==> config.mk <==
export PLATFORM = sky130hd
export DESIGN_NAME = int_alu32
export DESIGN_NICKNAME = d
export VERILOG_FILES = /design/src/rtl/int_alu_pkg.sv /design/src/rtl/int_alu_arith.sv /design/src/rtl/int_alu_shift.sv /design/src/rtl/int_alu_logic.sv /design/src/rtl/int_alu32.sv
export SDC_FILE = /design/constraint.sdc
export NUM_CORES = 1
export LEC_CHECK = 0
export CAP_MARGIN = 25
export CORE_ASPECT_RATIO = 2
export CORE_MARGIN = 8
export CORE_UTILIZATION = 40
export DETAILED_ROUTE_END_ITERATION = 10
export PLACE_DENSITY_LB_ADDON = 0.08
export RECOVER_POWER = 50
export SLEW_MARGIN = 10
export SYNTH_ARGS = -nofsm -noshare
export SYNTH_HDL_FRONTEND = slang
export SYNTH_HIERARCHICAL = 1
export SYNTH_SLANG_ARGS = --single-unit
==> constraint.sdc <==
create_clock -name vclk -period 10.5
set_input_delay 1.575 -clock vclk [all_inputs]
set_output_delay 1.575 -clock vclk [all_outputs]
set_load 0.01 [all_outputs]
==> src/rtl/int_alu_pkg.sv <==
package int_alu_pkg;
   localparam int FN_W = 4;

   typedef enum logic [FN_W-1:0] {
      ALU_ADD = 4'd0,
      ALU_SUB = 4'd1,
      ALU_SLL = 4'd2,
      ALU_XOR = 4'd7,
      ALU_NOR = 4'd8,
      ALU_SRL = 4'd9,
      ALU_SRA = 4'd10,
      ALU_EQ  = 4'd14
   } alu_fn_e;
endpackage

==> src/rtl/int_alu_arith.sv <==
// Adder, subtractor and comparison flags derived from the subtractor.
module int_alu_arith #(
   parameter int WIDTH = 32
) (
   input  logic [WIDTH-1:0] a,
   input  logic [WIDTH-1:0] b,
   output logic [WIDTH-1:0] sum,
   output logic [WIDTH-1:0] diff,
   output logic             is_eq,
   output logic             is_lt,
   output logic             is_ltu
);
   localparam int MSB = WIDTH - 1;

   logic [WIDTH:0] sub_ext;

   always_comb begin
      sum     = a + b;
      sub_ext = {1'b0, a} + {1'b0, ~b} + {{WIDTH{1'b0}}, 1'b1};
      diff    = sub_ext[MSB:0];
      // no carry out of a + ~b + 1 means a borrow, i.e. a < b unsigned
      is_ltu  = ~sub_ext[WIDTH];
      is_lt   = (a[MSB] != b[MSB]) ? a[MSB] : diff[MSB];
      is_eq   = (diff == '0);
   end
endmodule

==> src/rtl/int_alu_shift.sv <==
// Shift unit: left logical, right logical and right arithmetic.
module int_alu_shift #(
   parameter int WIDTH  = 32,
   parameter bit BARREL = 1'b1,
   localparam int SHW   = $clog2(WIDTH)
) (
   input  logic [WIDTH-1:0] val,
   input  logic [SHW-1:0]   amt,
   input  logic             left,
   input  logic             arith,
   output logic [WIDTH-1:0] res
);
   if (BARREL) begin : g_barrel
      logic [WIDTH-1:0] src, src_rev, out_rev;
      logic [WIDTH-1:0] stage [SHW+1];
      logic             fill;

      for (genvar i = 0; i < WIDTH; i++) begin : g_rev
         assign src_rev[i] = val[WIDTH-1-i];
         assign out_rev[i] = stage[SHW][WIDTH-1-i];
      end

      // a left shift runs as a right shift on the bit-reversed value
      assign src      = left ? src_rev : val;
      assign fill     = arith & ~left & val[WIDTH-1];
      assign stage[0] = src;

      for (genvar s = 0; s < SHW; s++) begin : g_stage
         localparam int STEP = 1 << s;
         assign stage[s+1] = amt[s] ? {{STEP{fill}}, stage[s][WIDTH-1:STEP]}
                                    : stage[s];
      end

      assign res = left ? out_rev : stage[SHW];
   end else begin : g_operator
      always_comb begin
         if (left)       res = val << amt;
         else if (arith) res = $unsigned($signed(val) >>> amt);
         else            res = val >> amt;
      end
   end
endmodule

==> src/rtl/int_alu_logic.sv <==
// Bitwise unit.
module int_alu_logic #(
   parameter int WIDTH = 32
) (
   input  logic [WIDTH-1:0] a,
   input  logic [WIDTH-1:0] b,
   output logic [WIDTH-1:0] x_xor,
   output logic [WIDTH-1:0] x_nor
);
   assign x_xor = a ^ b;
   assign x_nor = ~(a | b);
endmodule

==> src/rtl/int_alu32.sv <==
module int_alu32 #(
   parameter int WIDTH  = 32,
   parameter bit BARREL = 1'b1
) (
   input  logic [31:0] op_a,
   input  logic [31:0] op_b,
   input  logic [3:0]  fn_code,
   output logic [31:0] result,
   output logic        flag_eq,
   output logic        flag_lt,
   output logic        flag_ltu
);
   import int_alu_pkg::*;

   localparam int SHW = $clog2(WIDTH);

   if (WIDTH != 32) begin : g_bad_width
      $error("int_alu32: WIDTH must be 32 to match the port list");
   end
   if ((1 << SHW) != WIDTH) begin : g_bad_pow2
      $error("int_alu32: WIDTH must be a power of two");
   end

   logic [WIDTH-1:0] sum_w, diff_w, shf_w, xor_w, nor_w;
   logic             sh_left, sh_arith;

   int_alu_arith #(.WIDTH(WIDTH)) arith_i (
      .a(op_a), .b(op_b), .sum(sum_w), .diff(diff_w),
      .is_eq(flag_eq), .is_lt(flag_lt), .is_ltu(flag_ltu)
   );

   assign sh_left  = (fn_code == ALU_SLL);
   assign sh_arith = (fn_code == ALU_SRA);

   int_alu_shift #(.WIDTH(WIDTH), .BARREL(BARREL)) shift_i (
      .val(op_a), .amt(op_b[SHW-1:0]), .left(sh_left), .arith(sh_arith),
      .res(shf_w)
   );

   int_alu_logic #(.WIDTH(WIDTH)) logic_i (
      .a(op_a), .b(op_b), .x_xor(xor_w), .x_nor(nor_w)
   );

   always_comb begin
      unique case (fn_code)
         ALU_ADD:                   result = sum_w;
         ALU_SUB:                   result = diff_w;
         ALU_SLL, ALU_SRL, ALU_SRA: result = shf_w;
         ALU_XOR:                   result = xor_w;
         ALU_NOR:                   result = nor_w;
         default:                   result = '0;
      endcase
   end
endmodule

==> Word-level counts from Yosys, hierarchy flattened <==
Index checks and enable logic that the tools add are counted.
{ "op_classes": {"n_addsub": 3, "eq_ne": 7, "muxes": 9, "n_bitwise": 8, "reduce_logical": 3} }
{ "op_table": {"columns": ["op", "n"], "rows": [
  ["$mux W32", 7],
  ["$pmux W32 S5", 1],
  ["$not A32 Y32", 2],
  ["$add A32 B32 Y33", 1],
  ["$add A33 B1 Y33 const B", 1],
  ["$add A32 B32 Y32", 1],
  ["$logic_not A32 Y1", 1],
  ["$or A32 B32 Y32", 1],
  ["$xor A32 B32 Y32", 1],
  ["$eq A4 B4 Y1 const B", 3],
  ["$eq A4 B1 Y1 const B", 1],
  ["$eq A4 B2 Y1 const B", 1],
  ["$eq A4 B3 Y1 const B", 1],
  ["$logic_not A4 Y1", 1],
  ["$reduce_or A3 Y1", 1],
  ["$and A1 B1 Y1", 2],
  ["$not A1 Y1", 2],
  ["$mux W1", 1],
  ["$ne A1 B1 Y1", 1]
]} }
{ "totals": {"ff_bits": 0, "in_bits": 68, "out_inout_bits": 35, "elab_cells": 30} }

==> Logic depth before layout (Yosys ltp) <==
{ "depth": {"word_depth": 11, "mapped_depth": 22, "depth_no_buf": 21} }

==> By module <==
The synthesis kept the hierarchy.
{ "modules_own_cells": {"columns": ["module", "instances", "cells_each", "area_each_um2", "seq_area_each_um2"], "rows": [
  ["int_alu_shift", 1, 461, 3594.7, 0.0],
  ["int_alu_arith", 1, 515, 3469.6, 0.0],
  ["int_alu32", 1, 153, 1136.1, 0.0],
  ["int_alu_logic", 1, 96, 640.6, 0.0]
]} }

==> Least setup slack after synthesis <==
OpenSTA, ideal clock, no wires.
{ "synth_path": {"path_type": "input to output", "start": "input port op_b[5]", "end": "output port flag_eq", "t_arrival_ns": 6.333, "required_time_ns": 8.925, "setup_slack_ns": 2.592, "stages": 22, "cell_sequence": "inv_1 ha_1 clkbuf_1 o21a_1 o21ai_0 a21oi_1 o21ai_1 a211oi_1 o221ai_1 o31ai_1 o21a_1 o21a_1 nor2_1 fa_1 nand3_1 or4_1 a2111oi_2 or4b_1 or4_1 nor4_1 nand4b_1 nor4_2"} }
{ "synth_between": {"elab_chain_cells": 4} }
{ "synth_lines": {"columns": ["item", "line", "text"], "rows": [
  ["from (decl)", "int_alu32.sv:6", "input logic [31:0] op_b,"],
  ["$not A32 Y32", "int_alu_arith.sv:19", "sub_ext = {1'b0, a} + {1'b0, ~b} + {{WIDTH{1'b0}}, 1'b1};"],
  ["$add A32 B32 Y33", "int_alu_arith.sv:19", null],
  ["$add A33 B1 Y33", "int_alu_arith.sv:19", null],
  ["$logic_not A32 Y1", "int_alu_arith.sv:24", "is_eq = (diff == '0);"],
  ["to (decl)", "int_alu32.sv:9", "output logic flag_eq,"]
]} }
No other way between the ends.

==> Worst setup path in the final report <==
{ "layout_path": {"start": "input port op_a[0]", "end": "output port flag_eq"} }
{ "layout_between": {"elab_chain_cells": 3} }
{ "layout_lines": {"columns": ["item", "line", "text"], "rows": [
  ["from (decl)", "int_alu32.sv:5", "input logic [31:0] op_a,"],
  ["$add A32 B32 Y33", "int_alu_arith.sv:19", null],
  ["$add A33 B1 Y33", "int_alu_arith.sv:19", null],
  ["$logic_not A32 Y1", "int_alu_arith.sv:24", null]
]} }
No other way between the ends.

==> results.sh <==
export IMPL_whs_ns=4.42
export IMPL_drc=0
export IMPL_yosys_area_top_type="ha_1"
export IMPL_yosysWarnings=6
export IMPL_rsz0062_at_grt="no"
export IMPL_core_um2=21900
export IMPL_slew_viol_final=70
export IMPL_drive_gt1_frac=0.143
export IMPL_syn_area_um2=8840
export IMPL_gp_congestion=0.987
export IMPL_final_fill_count=2279
export IMPL_clock_buffers=0
export IMPL_netSwitchingFraction=0.588
export IMPL_combinationalPowerShare=1.000
export IMPL_power_density_nw_per_um2=61.6
export IMPL_arrival_ns=8.52
export IMPL_rows=77
export IMPL_ys_seq_area_frac=0
export IMPL_tightest_slew_ns=2.39
export IMPL_hold_path_class="in -> out"
export IMPL_io_pins=103
export IMPL_drt_vias_per_instance=6.58
export IMPL_synthTopCellsByArea="ha_1 (13%), mux2_2 (10%), mux4_2 (8.7%)"
export IMPL_register_area_um2=0
export IMPL_final_cell_mix="inv_1 (166), nor2_1 (102), ha_1 (95)"
export IMPL_worstPathRequired_ns=8.93
export IMPL_die_area_um2=27400
export IMPL_cp_start_kind="input port"
export IMPL_drv_cap=2
export IMPL_preCtsSetupSlack_ns=0.593
export IMPL_critPathKind="in -> out"
export IMPL_portBuffers=103
export IMPL_synth_net_count=1391
export IMPL_grt_util_all_layers=0.313
export IMPL_setup_ws_ns=0.408
export IMPL_grt_first_pass_wirelength_um=64600
export IMPL_syn_area_per_cell_um2=7.22
export IMPL_post_route_period_util=0.961
export IMPL_outcome="complete, but fails checks"
export IMPL_leakagePower_nw=4.34
export IMPL_syn_inst=1225
export IMPL_fp_dieH_um=226
export IMPL_grt_pass1_vias=9974
export IMPL_power_switching_mw=0.365
export IMPL_cp_end_kind="primary output"
export IMPL_antennaDiodeCount=0
export IMPL_drt_pre_antenna_iters=6
export IMPL_period_needed_ns=10.09
export IMPL_cp_max_fo=6
export IMPL_synth_top_area_frac=0.134
export IMPL_antenna_found_initial=3
export IMPL_hold_viol=0
export IMPL_max_freq_ghz=0.0991
export IMPL_grt_overflow=0
export IMPL_violations="max-capacitance violations, max-slew violations"
export IMPL_seq_cell_count=0
export IMPL_total_power_mw=0.620
export IMPL_sequentialPowerShare=0
export IMPL_fin_setup_tns_ns=0
export IMPL_power_internal_mw=0.255
export IMPL_ctsResizeCount=0
export IMPL_hpwl_um=35600
export IMPL_post_route_util=0.460
export IMPL_cts_hold_buf=0
export IMPL_ir_worst_vdd_uv=28.1
export IMPL_relSlewSlack=-0.591
export IMPL_ant_nets=0
export IMPL_wl_um=44400
export IMPL_yosysUniqueCellTypes=88
export IMPL_final_common_cell="inv_1"
export IMPL_die_w_um=121
export IMPL_nets=1447
export IMPL_grt_max_degree=53
export IMPL_cts_setup_buffers=0
export IMPL_clockPowerShare=0
export IMPL_routed_via_count=10200
export IMPL_drtIter0Drc=1141
export IMPL_avgRoutedWirePerCell_um=28.6
export IMPL_areaGrowthSynthToFinish_pct=13.9
export IMPL_finalSetupViolations=0
export IMPL_start_util=0.404
==> layout make-up <==
class,count,area [um2],area share
tap,276,345,0.0343
inverter,170,638,0.0634
timing repair buffer,144,1340,0.133
multi-input combinational,965,7740,0.769
==> final timing paths <==
kind                     from  cells after the start        end  slack [ns]
worst max-delay path  op_a[0]                     23    flag_eq        0.41
worst min-delay path  op_b[0]                      6  result[0]        4.42
==> logic make-up after synthesis <==
| group | after synthesis | share of synthesized area |
|---|---|---|
| AO/OA/AOI/OAI | 351 | 0.281 |
| XOR/XNOR | 50 | 0.0495 |
| adder cells (fa/ha/maj) | 98 | 0.141 |
| buffers and inverters | 260 | 0.125 |
| multiplexers | 144 | 0.223 |
| AND/OR/NAND/NOR | 322 | 0.180 |
==> power by group through the flow <==
stage	clock (mW)	combinational (mW)	sequential (mW)
floorplan	0	0.382	0
global placement	0	0.605	0
detailed placement	0	0.604	0
CTS	0	0.608	0
global route	0	0.658	0
finish	0	0.620	0
==> worst max-delay path, cell delays in order <==
cell and delay, ns:
dlygate4sd3_1 0.69, inv_1 0.08, ha_1 0.23, nor2b_1 0.22
o211ai_1 0.20, a21oi_1 0.27, o21ai_1 0.16, a211oi_1 0.63
o221ai_1 0.30, o31ai_1 0.34, o21a_1 0.18, o21a_1 0.11
nor2_1 0.04, fa_1 0.56, nand3_1 0.09, or4_1 0.42
a2111oi_2 0.21, or4b_1 0.45, or4_1 0.41, nor4_1 0.28
nand4b_1 0.19, nor4_2 0.26, clkdlybuf4s50_1 0.61
==> stage by stage <==
stage          instances  area, um2
2_1_floorplan       1225       8840
3_3_place_gp        1554      10100
3_5_place_dp        1554      10100
4_1_cts             1554      10100
5_1_grt             1555      10100
6_report            1555      10100
==> Yosys cell counts (19+ instances only) <==
cell type	count
a21oi_1	71
a222oi_1	34
buf_2	26
clkbuf_1	42
ha_1	95
inv_1	166
mux2_2	79
mux2i_1	28
mux4_2	34
nand2_1	72
nand3_1	19
nor2_1	102
nor3_1	23
o21ai_0	36
o21ai_1	32
xnor2_1	41
==> routing by layer <==
metal  up-vias  global-route usage  wire length [um]  part of all wire
li1       4628                   -                 -                 -
met1      4922               0.349             16400              0.37
met2       539               0.529             21300              0.48
met3       140              0.0364              2650             0.060
met4         2               0.242              4130             0.093
met5         -                   0                14           0.00032
No activity file was read; power rests on OpenSTA's default activity.
